## src/rtl/ser_wr_pkg.sv

```systemverilog
package ser_wr_pkg;
  localparam int unsigned BYTE_W = 8;
  localparam int unsigned IDX_W  = 2;

  typedef struct packed {
    logic             reg_sel;
    logic [IDX_W-1:0] idx;
    logic             ti;
    logic [3:0]       cnt;
  } hdr_t;
endpackage

```

## src/rtl/ser_wr_sync.sv

```systemverilog
module ser_wr_sync #(
  parameter int unsigned W = 3
) (
  input  logic         clk_i,
  input  logic         rst_ni,
  input  logic [W-1:0] d_i,
  output logic [W-1:0] q_o
);
  logic [W-1:0] s1_q, s2_q;

  always_ff @(posedge clk_i or negedge rst_ni) begin
    if (!rst_ni) begin
      s1_q <= '0;
      s2_q <= '0;
    end else begin
      s1_q <= d_i;
      s2_q <= s1_q;
    end
  end

  assign q_o = s2_q;
endmodule

```

## src/rtl/ser_wr_deser.sv

```systemverilog
module ser_wr_deser
  import ser_wr_pkg::*;
(
  input  logic              clk_i,
  input  logic              rst_ni,
  input  logic              sin_i,
  input  logic              sdi_i,
  input  logic              sck_i,
  output logic              frame_start_o,
  output logic              frame_end_o,
  output logic              byte_vld_o,
  output logic [BYTE_W-1:0] byte_o
);
  localparam int unsigned BC_W = $clog2(BYTE_W);

  logic              sin_q, sck_q, sck_rise;
  logic [BYTE_W-1:0] sh_q;
  logic [BC_W-1:0]   bit_cnt_q;
  logic              vld_q;
  logic [BYTE_W-1:0] byte_q;

  assign frame_start_o = sin_i & ~sin_q;
  assign frame_end_o   = ~sin_i & sin_q;
  assign sck_rise      = sck_i & ~sck_q & sin_i;

  always_ff @(posedge clk_i or negedge rst_ni) begin
    if (!rst_ni) begin
      sin_q     <= 1'b0;
      sck_q     <= 1'b0;
      sh_q      <= '0;
      bit_cnt_q <= '0;
      vld_q     <= 1'b0;
      byte_q    <= '0;
    end else begin
      sin_q <= sin_i;
      sck_q <= sck_i;
      vld_q <= 1'b0;
      if (frame_start_o) begin
        bit_cnt_q <= '0;  // drops any partial byte
      end else if (sck_rise) begin
        sh_q      <= {sdi_i, sh_q[BYTE_W-1:1]};
        bit_cnt_q <= bit_cnt_q + 1'b1;
        if (bit_cnt_q == BC_W'(BYTE_W - 1)) begin
          vld_q  <= 1'b1;
          byte_q <= {sdi_i, sh_q[BYTE_W-1:1]};
        end
      end
    end
  end

  assign byte_vld_o = vld_q;
  assign byte_o     = byte_q;
endmodule

```

## src/rtl/ser_wr_fifo.sv

```systemverilog
module ser_wr_fifo
  import ser_wr_pkg::*;
#(
  parameter int unsigned DEPTH = 8,
  localparam int unsigned PTR_W = $clog2(DEPTH),
  localparam int unsigned LEN_W = $clog2(DEPTH + 1)
) (
  input  logic              clk_i,
  input  logic              rst_ni,
  input  logic              start_i,
  input  logic [LEN_W-1:0]  cap_i,
  input  logic              ti_i,
  input  logic              wr_i,
  input  logic [BYTE_W-1:0] wdata_i,
  input  logic              close_i,
  input  logic              ack_i,
  input  logic [PTR_W-1:0]  rd_idx_i,
  output logic [BYTE_W-1:0] rd_data_o,
  output logic              ready_o,
  output logic [LEN_W-1:0]  len_o,
  output logic              toggle_o
);
  logic [BYTE_W-1:0] mem_q [DEPTH];
  logic [PTR_W-1:0]  wr_ptr_q;
  logic [LEN_W-1:0]  fill_q, cap_q;
  logic              ready_q, tog_q;
  logic              full;
  logic [PTR_W-1:0]  head;
  logic [LEN_W:0]    pos_sum, pos;

  assign full = (fill_q == cap_q);
  // once wrapped, the next slot to be overwritten holds the oldest byte
  assign head = full ? wr_ptr_q : '0;

  always_ff @(posedge clk_i or negedge rst_ni) begin
    if (!rst_ni) begin
      for (int i = 0; i < DEPTH; i++) mem_q[i] <= '0;
      wr_ptr_q <= '0;
      fill_q   <= '0;
      cap_q    <= '0;
      ready_q  <= 1'b0;
      tog_q    <= 1'b0;
    end else begin
      if (start_i) begin
        wr_ptr_q <= '0;
        fill_q   <= '0;
        cap_q    <= cap_i;
        tog_q    <= ti_i;
      end else if (wr_i && cap_q != '0) begin
        mem_q[wr_ptr_q] <= wdata_i;
        wr_ptr_q <= ({1'b0, wr_ptr_q} == cap_q - 1'b1) ? '0 : wr_ptr_q + 1'b1;
        if (!full) fill_q <= fill_q + 1'b1;
      end
      if (start_i)      ready_q <= 1'b0;
      else if (close_i) ready_q <= 1'b1;
      else if (ack_i)   ready_q <= 1'b0;
    end
  end

  assign pos_sum = (LEN_W + 1)'(head) + (LEN_W + 1)'(rd_idx_i);
  assign pos     = (pos_sum >= {1'b0, cap_q}) ? pos_sum - {1'b0, cap_q} : pos_sum;

  assign rd_data_o = mem_q[pos[PTR_W-1:0]];
  assign ready_o   = ready_q;
  assign len_o     = fill_q;
  assign toggle_o  = tog_q;
endmodule

```

## src/rtl/ser_wr_port.sv

```systemverilog
module ser_wr_port
  import ser_wr_pkg::*;
#(
  parameter int unsigned NUM_EP = 3,
  parameter int unsigned DEPTH  = 8,
  localparam int unsigned PTR_W = $clog2(DEPTH),
  localparam int unsigned LEN_W = $clog2(DEPTH + 1)
) (
  input  logic                    clk_i,
  input  logic                    rst_ni,
  input  logic                    frame_i,
  input  logic                    sdi_i,
  input  logic                    sck_i,
  output logic                    reg_we_o,
  output logic [IDX_W-1:0]        reg_addr_o,
  output logic [BYTE_W-1:0]       reg_wdata_o,
  output logic [NUM_EP-1:0]       in_ready_o,
  output logic [NUM_EP*LEN_W-1:0] in_len_o,
  output logic [NUM_EP-1:0]       in_toggle_o,
  input  logic [IDX_W-1:0]        usb_ep_i,
  input  logic [PTR_W-1:0]        usb_idx_i,
  output logic [BYTE_W-1:0]       usb_data_o,
  input  logic [NUM_EP-1:0]       usb_ack_i
);
  logic [2:0]        sync_q;
  logic              frame_start, frame_end, byte_vld;
  logic [BYTE_W-1:0] byte_d;
  hdr_t              hdr_q, hdr_in;
  logic              hdr_seen_q;
  logic [LEN_W-1:0]  cap_w;
  logic [BYTE_W-1:0] rd_data [NUM_EP];

  ser_wr_sync #(.W(3)) u_sync (
    .clk_i (clk_i),
    .rst_ni(rst_ni),
    .d_i   ({frame_i, sdi_i, sck_i}),
    .q_o   (sync_q)
  );

  ser_wr_deser u_deser (
    .clk_i        (clk_i),
    .rst_ni       (rst_ni),
    .sin_i        (sync_q[2]),
    .sdi_i        (sync_q[1]),
    .sck_i        (sync_q[0]),
    .frame_start_o(frame_start),
    .frame_end_o  (frame_end),
    .byte_vld_o   (byte_vld),
    .byte_o       (byte_d)
  );

  assign hdr_in = hdr_t'(byte_d);
  assign cap_w  = (32'(hdr_in.cnt) > DEPTH) ? LEN_W'(DEPTH) : LEN_W'(hdr_in.cnt);

  always_ff @(posedge clk_i or negedge rst_ni) begin
    if (!rst_ni) begin
      hdr_q       <= '0;
      hdr_seen_q  <= 1'b0;
      reg_we_o    <= 1'b0;
      reg_addr_o  <= '0;
      reg_wdata_o <= '0;
    end else begin
      reg_we_o <= 1'b0;
      if (frame_start) begin
        hdr_seen_q <= 1'b0;
      end else if (byte_vld && !hdr_seen_q) begin
        hdr_q      <= hdr_in;
        hdr_seen_q <= 1'b1;
      end else if (byte_vld && hdr_q.reg_sel) begin
        reg_we_o    <= 1'b1;
        reg_addr_o  <= hdr_q.idx;
        reg_wdata_o <= byte_d;
      end
    end
  end

  for (genvar e = 0; e < NUM_EP; e++) begin : g_ep
    logic hit_new, hit_cur;
    logic [LEN_W-1:0] len_e;
    assign hit_new = ~hdr_in.reg_sel & (32'(hdr_in.idx) == e);
    assign hit_cur = hdr_seen_q & ~hdr_q.reg_sel & (32'(hdr_q.idx) == e);

    ser_wr_fifo #(.DEPTH(DEPTH)) u_fifo (
      .clk_i    (clk_i),
      .rst_ni   (rst_ni),
      .start_i  (byte_vld & ~hdr_seen_q & hit_new),
      .cap_i    (cap_w),
      .ti_i     (hdr_in.ti),
      .wr_i     (byte_vld & hit_cur),
      .wdata_i  (byte_d),
      .close_i  (frame_end & hit_cur),
      .ack_i    (usb_ack_i[e]),
      .rd_idx_i (usb_idx_i),
      .rd_data_o(rd_data[e]),
      .ready_o  (in_ready_o[e]),
      .len_o    (len_e),
      .toggle_o (in_toggle_o[e])
    );
    assign in_len_o[e*LEN_W +: LEN_W] = len_e;
  end

  always_comb begin
    usb_data_o = '0;
    for (int e = 0; e < NUM_EP; e++)
      if (32'(usb_ep_i) == e) usb_data_o = rd_data[e];
  end
endmodule

```

## config.mk

```make
export PLATFORM = sky130hd
export DESIGN_NAME = ser_wr_port
export DESIGN_NICKNAME = d
export VERILOG_FILES = /design/src/rtl/ser_wr_pkg.sv /design/src/rtl/ser_wr_sync.sv /design/src/rtl/ser_wr_deser.sv /design/src/rtl/ser_wr_fifo.sv /design/src/rtl/ser_wr_port.sv
export SDC_FILE = /design/constraint.sdc
export NUM_CORES = 1
export LEC_CHECK = 0
export BUFFER_PORTS_ARGS = -buffer_cell sky130_fd_sc_hd__buf_2
export CAP_MARGIN = 0
export CORE_ASPECT_RATIO = 0.9
export CORE_UTILIZATION = 45
export CTS_CLUSTER_DIAMETER = 80
export CTS_CLUSTER_SIZE = 10
export DETAILED_ROUTE_END_ITERATION = 8
export PLACE_DENSITY = 0.58
export SYNTH_ARGS = -nofsm -noshare
export SYNTH_HDL_FRONTEND = slang
export SYNTH_SLANG_ARGS = --single-unit
```

## constraint.sdc

```tcl
create_clock -name clk_i -period 6.2 [get_ports clk_i]
set_clock_uncertainty 0.05 [all_clocks]
set_input_delay 0.62 -clock clk_i [delete_from_list [all_inputs] [get_ports clk_i]]
set_output_delay 0.62 -clock clk_i [all_outputs]
set_load 0.1 [all_outputs]
```

Word-level counts from Yosys, hierarchy flattened
Cells that the tools add are included.
Widths: inputs -> output; s select.
- reductions and logical operators: 33
- order comparisons: 13
- mux-type cells: 65
- $add $sub $neg: 16
- bitwise operators: 38
- equality and inequality tests: 16
- operators with widths (cell ; number):
    $bwmux 64 ; 3
    $mux 8 ; 12
    $bmux 8 s3 ; 3
    $demux 8 s3 ; 3
    $mux 3 ; 17
    $mux 4 ; 10
    $ge 4x4->1 const B ; 6
    $not 3->4 ; 6
    $and 1x1->1 ; 21
    $mux 1 ; 17
    $reduce_and 2->1 ; 8
    $add 3x1->3 const B ; 4
    $add 3x3->4 ; 3
    $add 4x1->4 const B ; 3
    $eq 3x4->1 ; 3
    $eq 4x4->1 ; 3
    $ge 4x4->1 ; 3
    $lt 4x1->1 const B ; 3
    $reduce_bool 4->1 ; 3
    $sub 4x1->4 const B ; 3
    $not 1->1 ; 11
    $reduce_bool 2->1 ; 5
    $reduce_bool 3->1 ; 3
    $sub 3x3->3 ; 3
    other kinds (9) ; 25
- flip-flop bits (word level): 274
- output and inout bits: 37

Depth between registers and ports, before layout
Gate-level depths: netlist (run 1).
- word-level depth: 12
- depth in mapped cells: 18

Hierarchy
A second synthesis (run 1) with hierarchy kept.
- cell total of the unflattened synthesis: 1039
- area, all modules: 13883.3 um2
- by module, submodules not included (module ; instances ; cells each ; area each (um2) ; sequential area each (um2)):
    ser_wr_fifo at g_ep[0].u_fifo ... ; 2 ; 301 ; 3981.3 ; 1926.8
    ser_wr_fifo at g_ep[2].u_fifo ; 1 ; 303 ; 4038.9 ; 1926.8
    ser_wr_port ; 1 ; 72 ; 882.1 ; 375.4
    ser_wr_deser ; 1 ; 56 ; 849.6 ; 525.5
    ser_wr_sync ; 1 ; 6 ; 150.1 ; 150.1

Worst setup path before layout (run 1)
Ideal clock, no wire load.
- path type: reg-to-output
- from: register g_ep[1].u_fifo.fill_q[0]
- to: output port usb_data_o[3]
- required time: 5.530 ns
- setup slack: 0.049 ns
- path buffers: 1
- data arrival time: 5.481 ns
- cell stages (with the launch flop): 16
- path through: dfrtp_1 xor2_1 nor4_1 and2_1 ha_1 fa_1 inv_1 fa_1 a21boi_0 o21ai_2 mux2i_2 buf_6 mux2i_1 mux2i_1 mux2i_1 o211ai_1
- word-level cells in the longest chain between the ends: 11
- RTL lines (item ; RTL line ; RTL):
    start, declared ; ser_wr_fifo.sv:25 ; logic [LEN_W-1:0] fill_q, cap_q;
    start signal, assigned ; ser_wr_fifo.sv:52 ; if (!full) fill_q <= fill_q + 1'b1;
    $eq 4x4->1 (*) ; ser_wr_fifo.sv:31 ; assign full = (fill_q == cap_q);
    $mux 3 (*) ; ser_wr_fifo.sv:33 ; assign head = full ? wr_ptr_q : '0;
    $add 3x3->4 (*) ; ser_wr_fifo.sv:60 ; assign pos_sum = (LEN_W + 1)'(head) + (LEN_W + 1)'(rd_idx_i);
    $ge 4x4->1 / $sub 3x3->3 (equally long branches) ; ser_wr_fifo.sv:61 ; assign pos = (pos_sum >= {1'b0, cap_q}) ? pos_sum - {1'b0, cap_q} : pos_sum;
    $mux 3 (*) ; ser_wr_fifo.sv:61 ;
    $not 3->4 (implied by the code) (*) ; ser_wr_fifo.sv:63 ; assign rd_data_o = mem_q[pos[PTR_W-1:0]];
    $bmux 8 s3 (*) ; ser_wr_fifo.sv:63 ;
    $mux 8 (implied by the code) (*) (2 in series) ; ser_wr_fifo.sv:63 ;
    $mux 8 (*) (2 in series) ; ser_wr_port.sv:105 ; if (32'(usb_ep_i) == e) usb_data_o = rd_data[e];
    end, declared ; ser_wr_port.sv:22 ; output logic [BYTE_W-1:0] usb_data_o,
Mark *: on every way between the ends. The rest lies on a longest branch, timed or not. The select of a mux whose other input is x is not followed.

Worst setup path after layout (run 1)
- from: register g_ep[1].u_fifo.cap_q[1]
- to: output port usb_data_o[6]
- word-level cells in the longest chain between the ends: 11
- RTL lines (item ; RTL line ; RTL):
    start, declared ; ser_wr_fifo.sv:25 ;
    start signal, assigned ; ser_wr_fifo.sv:47 ; cap_q <= cap_i;
    $eq 4x4->1 ; ser_wr_fifo.sv:31 ;
    $mux 3 ; ser_wr_fifo.sv:33 ;
    $add 3x3->4 ; ser_wr_fifo.sv:60 ;
    $ge 4x4->1 / $sub 3x3->3 (equally long branches) ; ser_wr_fifo.sv:61 ;
    $mux 3 (*) ; ser_wr_fifo.sv:61 ;
    $not 3->4 (implied by the code) (*) ; ser_wr_fifo.sv:63 ;
    $bmux 8 s3 (*) ; ser_wr_fifo.sv:63 ;
    $mux 8 (implied by the code) (*) (2 in series) ; ser_wr_fifo.sv:63 ;
    $mux 8 (*) (2 in series) ; ser_wr_port.sv:105 ;
Marks and branches as above.

==> results of run 1 <==
## worst reg2reg max path, stage by stage (launching register included)
cell and delay (ns):
dfrtp_1 0.43, nor3b_2 0.36, nand2_2 0.16, nor3b_4 0.32, nand2_1 0.18, nor3b_2 0.78
mux2_2 0.43
## registers in the layout, indices dropped and copies added, names as in the netlist
signal and flops:
g_ep.u_fifo.mem_q 192, g_ep.u_fifo.cap_q 12, g_ep.u_fifo.len_o 12, g_ep.u_fifo.wr_ptr_q 9, reg_wdata_o 8, u_deser.byte_o 8, u_deser.sh_q 7, g_ep.u_fifo.ready_o 3
g_ep.u_fifo.toggle_o 3, hdr_q 3, u_deser.bit_cnt_q 3, u_sync.q_o 3, u_sync.s1_q 3, reg_addr_o 2, hdr_seen_q 1, reg_we_o 1
u_deser.byte_vld_o 1, u_deser.sck_q 1, u_deser.sin_q 1
## metrics by stage
stage / util (%) / power (mW) / setup WS [ns] / instance area, um2 / std cells
detailed placement: 48.5 / 2.01 / 0.542 / 14200 / 1461
finish: 51.4 / 3.52 / 0.336 / 15000 / 1495
floorplan: - / 1.94 / 0.0489 / 13500 / 1055
CTS: 51.2 / 3.57 / 0.134 / 15000 / 1494
global route: 51.4 / 3.66 / 0.000265 / 15000 / 1495
global placement: 48.5 / 2.01 / 0.688 / 14200 / 1461
## routing by layer
metal / global-route usage [%] / part of all wire [%] / up-vias
li1: - / - / 3840
met2: 33.1 / 46 / 142
met1: 30.8 / 47 / 4269
met3: 2.95 / 4.4 / 59
met5: 0 / 0 / -
met4: 6.25 / 2.9 / 0
## report_power, final
part,switching [mW],internal (mW)
clock,0.668,0.873
combinational,0.108,0.0605
sequential,0.0119,1.80
## repair_timing
item                                    4_1_cts  5_1_grt
gates resized for setup                       1        4
endpoints found under the setup margin        5        6
cloned                                        0        1
pin swaps                                     0        1
## synthesized netlist by cell type (5+ instances only)
| cell type | instances | area, um2 |
|---|---|---|
| buf_4 | 6 | 45.0 |
| nand3b_1 | 5 | 37.5 |
| mux4_1 | 8 | 210 |
| mux2i_1 | 67 | 671 |
| nor4_1 | 6 | 37.5 |
| xnor2_1 | 13 | 114 |
| nand2b_1 | 16 | 100 |
| nand3_1 | 17 | 85.1 |
| buf_2 | 11 | 55.1 |
| nand2_1 | 88 | 330 |
| and2_1 | 11 | 68.8 |
| nor2b_1 | 7 | 43.8 |
| a21o_1 | 7 | 52.6 |
| clkbuf_1 | 38 | 143 |
| mux4_2 | 22 | 495 |
| fa_1 | 6 | 120 |
| ha_1 | 32 | 400 |
| inv_1 | 30 | 113 |
| o21ai_0 | 31 | 155 |
| nor3b_2 | 6 | 75.1 |
| o211ai_1 | 9 | 67.6 |
| nor2_1 | 40 | 150 |
| dfrtp_1 | 273 | 6830 |
| a21oi_1 | 10 | 50.1 |
| a22oi_1 | 18 | 135 |
| mux2_2 | 203 | 2290 |
| xor2_1 | 21 | 184 |
## worst paths after layout
| kind | start | to | cells past startpoint |
|---|---|---|---|
| worst max-delay path | g_ep[1].u_fifo.cap_q[1] | usb_data_o[6] | 15 |
| worst min-delay path | rst_ni | reg_wdata_o[3] | 1 |
| worst max register to register | hdr_q[5] | g_ep[2].u_fifo.mem_q[37] | 6 |
| worst min register to register | u_sync.s1_q[1] | u_sync.q_o[1] | 0 |
| max in group asynchronous | rst_ni | g_ep[1].u_fifo.mem_q[8] | 2 |
| min in group clk_i | sdi_i | u_sync.s1_q[1] | 1 |
## cell type report
class / instances / area [um2] / share of cell area (%)
well taps: 396 / 495 / 3.30
flip-flops and latches: 273 / 6830 / 45.5
multi-input cells: 694 / 6370 / 42.4
repair buffers: 67 / 403 / 2.68
clock inverters: 2 / 17.5 / 0.117
clock buffers: 31 / 776 / 5.17
inverters: 32 / 120 / 0.800
## logic make-up (layout without fill, tap and decap cells)
| kind of cell | after synthesis | in the layout | share of synthesized area (%) |
|---|---|---|---|
| and+or+nand+nor | 222 | 222 | 8.44 |
| adders and majority gates | 38 | 38 | 3.85 |
| DFF | 273 | 273 | 50.5 |
| xor gates and xnor gates | 34 | 34 | 2.20 |
| muxes | 302 | 302 | 27.3 |
| buffers and inverters | 89 | 132 | 2.80 |
| AOI/OAI and AO/OA | 97 | 98 | 4.87 |
==> impl_results.md, run 1 <==
* Filler instances at 2621
* CP delay by family, top: multiplexers
* Post-synthesis cell area at 13500 um2
* Vias per cell at 5.56
* Main flop type after synthesis: dfrtp_1
* Tmin final at 5.86 ns
* Slew Limit Fails at 0
* Worst hold slack at 0.0659 ns
* Crit-path slowest cell: mux4_1
* EDFF count, synth at 0
* Fin nets at 1150
* CORE AREA at 29200 um2
* CP peak stage delay at 0.69 ns
* Initial DRT Pass Iterations at 4
* Setup violators final at 0
* I/O pin total at 50
* Leak pwr at 7.50 nW
* Cell mode on critical path: fa_1
* Hold Fails Final Rpt at 0
* MaxCap Viol Count at 0
* Clk_lat worst skew at 0.56 ns
* Initial drt markers at 390
* Global-route wire length before repair at 50400 um
* P per Cell Area at 235 nW/um2
* Drt wl/cell at 20.8 um
* Initial Utilization at 46.2%
* Initial antenna violation count at 0
* Synth warn at 0
* Hpwl dp at 20600 um
* CTS Buf Count at 31
* Largest net degree at the start of global routing at 158
* Commonest non-fill, non-tap cell in the layout: dfrtp_1
* Unrepaired setup endpoints after global routing: false
* Share of synthesized registers carrying an async set or reset at 100%
* Die X at 185 um
* Total track usage at 21.2%
* Clk sinks at 273
* Syn_nets at 1106
* CTS Hold Buffers Added at 0
* Drt drc at 0
* Die H at 166 um
* DRT Wirelength at 31200 um
* Synth Register Bits at 273
* Crit path launch type: flop
* Worst-Margin Slew at 1.18 ns
* Crit-path cells: xor2_1 > nor4_1 > and2_1 > ha_1 > fa_1 > inv_1 > fa_1 > a21boi_0 > o21ai_2 > mux2i_2 > buf_4 > mux4_1 > a22oi_1 > o211ai_1 > buf_2
* Status: finished clean
* Crit Path Max Fanout at 18
* Commonest cells after routing, fill and taps aside: dfrtp_1 (273), mux2_2 (203), nand2_1 (88)
* Worst-path clk slew at 0.06 ns
* ANT cells at 0
* Setup TNS at 0 ns
* Worst vdd ir at 0.196 mV
* Post-synthesis cell count at 1055
* Max_slew headroom at 21.6%
* Grt total ovfl at 0
* F_max at 171 MHz
* Worst EP required at 5.53 ns
* R2R setup slack at 3.37 ns
* Worst Path Arrival at 5.19 ns
* Seq/Total Area, Yosys at 50.5%
* Root Buffer: clkbuf_16
* CTS tree: done
* Share of cells above drive strength 1 at 32.5%
* Vias at 8310
* Crit path buffers/inverters at 3
* Netlist cell types at 58
* Post-CTS Repair Setup Buffers at 0
* Rows at 59
* CTS H-tree lvls at 1
* Tightest Hold Check Type: in2async
* Setup crit end kind: primary output
* Syn avg cell area at 12.8 um2
* Vias in the first global route at 8550
* GP Congestion at 0.844
* Port Buffer Count at 49
* CTS max path bufs at 3
* Die Footprint at 30700 um2
* Tcrit/Tclk final at 94.6%
* Post-route ant nets at 0
* WS Path Type: reg2out
* Synth-to-Final Area Change at 11.1%
Power figures use the tool's default switching activity.
==> inputs of run 2 (changes only) <==
RECOVER_POWER = 25   (was not set)
==> run 2 against run 1 <==
Against the previous run: the run now ends with max-capacitance violations, max-slew violations left; sequential share of layout area is 0.068 points higher; register-to-register slack is essentially flat; highest routed layer unchanged; critical endpoint unchanged; worst setup slack got worse by 0.0072 ns; global-route usage unchanged; via count rose by 0.26%; clock power is essentially flat; fmax shrank 0.12%; design area decreased by 0.15%; utilization decreased by 0.077 points; power about the same; largest power group unchanged; sequential power about the same.
==> impl_results.md, run 2 (synthesized netlist as in run 1, its figures left out) <==
* Status: finished with violations
* Failing checks: max-capacitance violations, max-slew violations
* Commonest non-fill, non-tap cell in the layout: dfrtp_1
* Die Footprint at 30700 um2 (unchanged)
* Crit Path Max Fanout at 18 (unchanged)
* ANT cells at 0 (unchanged)
* Root Buffer: clkbuf_16
* Total power at 3.52 mW (about the same)
* Worst vdd ir at 0.197 mV (+0.40%)
* CORE AREA at 29200 um2 (unchanged)
* Synth-to-Final Area Change at 10.9%
* Worst Path Arrival at 5.20 ns (about the same)
* Drt drc at 0 (unchanged)
* Top routing layer in use: met4
* Worst hold slack at 0.111 ns (+0.0451 ns)
* Initial DRT Pass Iterations at 6 (+2)
* Vias in the first global route at 8550 (unchanged)
* CTS max path bufs at 3 (unchanged)
* Crit path buffers/inverters at 3 (unchanged)
* DP Area at 14200 um2 (unchanged)
* Initial Utilization at 46.2% (unchanged)
* CTS tree: done
* Post-Layout Cell Count at 1495 (unchanged)
* Share of cells above drive strength 1 at 32.5% (unchanged)
* Initial drt markers at 408 (+4.6%)
* Tightest Hold Check Type: in2reg
* Rows at 59 (unchanged)
* CTS Hold Buffers Added at 0 (unchanged)
* Initial antenna violation count at 0 (unchanged)
* Setup TNS at 0 ns (unchanged)
* Clk_lat worst skew at 0.57 ns (about the same)
* Port Buffer Count at 49 (unchanged)
* Unrepaired setup endpoints after global routing: false
* CTS Buf Count at 31 (unchanged)
* Crit path launch type: flop
* Grt total ovfl at 0 (unchanged)
* GP Congestion at 0.844 (unchanged)
* Crit-path slowest cell: mux4_1
* Fin nets at 1150 (unchanged)
* I/O pin total at 50 (unchanged)
* Drt wl/cell at 20.9 um (+0.13%)
* Max_slew headroom at -97.4% (-120 points)
* Tmin final at 5.87 ns (+0.00721 ns)
* Leak pwr at 7.49 nW (-0.11%)
* Die H at 166 um (unchanged)
* Most flop-heavy register: g_ep.u_fifo.mem_q
* Largest net degree at the start of global routing at 158 (unchanged)
* Die X at 185 um (unchanged)
* Wire length on met3 at 1390 um (+0.29%)
* Global-route wire length before repair at 50400 um (unchanged)
* Hold Fails Final Rpt at 0 (unchanged)
* Worst setup margin at 0.329 ns (-0.00721 ns)
* Setup violators final at 0 (unchanged)
* Crit-path cells: xor2_1 > nor4_1 > and2_1 > ha_1 > fa_1 > inv_1 > fa_1 > a21boi_0 > o21ai_2 > mux2i_2 > buf_4 > mux4_1 > a22oi_1 > o211ai_1 > buf_2
* Vias per cell at 5.57 (+0.26%)
* Tcrit/Tclk final at 94.7% (+0.12 points)
* Worst-Margin Slew at 2.96 ns (+1.78 ns)
* Setup crit end kind: primary output
* CTS H-tree lvls at 1 (unchanged)
* Pre-CTS setup slack at 0.542 ns (unchanged)
* F_max at 170 MHz (-0.12%)
* Cell mode on critical path: fa_1
* CP delay by family, top: multiplexers
* CP peak stage delay at 0.69 ns (about the same)
* Placed cell count at 1461 (unchanged)
* Hpwl dp at 20600 um (unchanged)
* Final core utilization at 51.3% (-0.077 points)
* Vias at 8332 (+0.26%)
* Total track usage at 21.2% (unchanged)
* WS Path Type: reg2out
* Worst-path clk slew at 0.06 ns (about the same)
* Max reg flops at 192 (unchanged)
* Routed wl met2 at 14500 um (+0.86%)
* Commonest cells after routing, fill and taps aside: dfrtp_1 (273), mux2_2 (203), nand2_1 (88)
* Final Instance Area at 15000 um2 (-0.15%)
* Post-route ant nets at 0 (unchanged)
* Clk sinks at 273 (unchanged)
* Worst EP required at 5.53 ns (about the same)
* Met1 wire length at 14400 um (-0.58%)
* DRT Wirelength at 31200 um (+0.13%)
* Slew Limit Fails at 276 (+276)
* MaxCap Viol Count at 2 (+2)
* P per Cell Area at 235 nW/um2 (+0.13%)
## run 2: cell types whose count changed in the layout (fill, tap and decap cells not counted), sizes merged
| cell | before | now |
|---|---|---|
| clkbuf | 31 | 33 |
| buf | 67 | 65 |
## run 2: final cells by class
type | instances | area [um2]
repair buffers | 67 | 380
multi-input cells | 694 | 6370
clock buffers | 31 | 776
inverters | 32 | 120
well taps | 396 | 495
flip-flops and latches | 273 | 6830
clock inverters | 2 | 17.5
fillers | 2624 | 14200
## run 2: repair_timing
item,4_1_cts,5_1_grt
pin swaps,0,1
endpoints found under the setup margin,5,6
gates resized for setup,1,4
gates cloned,0,1
setup buffers,0,0
## run 2: metal layers
layer  track usage (%)  vias up
li1                  -     3846
met1              30.8     4290
met2              33.1      138
met3              2.95       58
met4              6.25        0
met5                 0        -
## run 2: final timing paths
kind | from | to | slack [ns] | cells after the start
worst max register to register | hdr_q[5] | g_ep[2].u_fifo.mem_q[37] | 3.37 | 6
min in group asynchronous | rst_ni | reg_wdata_o[3] | 0.93 | 1
worst max-delay path | g_ep[1].u_fifo.cap_q[1] | usb_data_o[6] | 0.33 | 15
max in group asynchronous | rst_ni | g_ep[0].u_fifo.mem_q[7] | 1.62 | 2
worst min register to register | u_sync.s1_q[1] | u_sync.q_o[1] | 0.30 | 0
worst min-delay path | sdi_i | u_sync.s1_q[1] | 0.11 | 1
## run 2: where the power goes
group | total, mW | internal, mW | switching [mW]
combinational | 0.167 | 0.0588 | 0.108
sequential | 1.81 | 1.80 | 0.0119
clock | 1.54 | 0.873 | 0.668
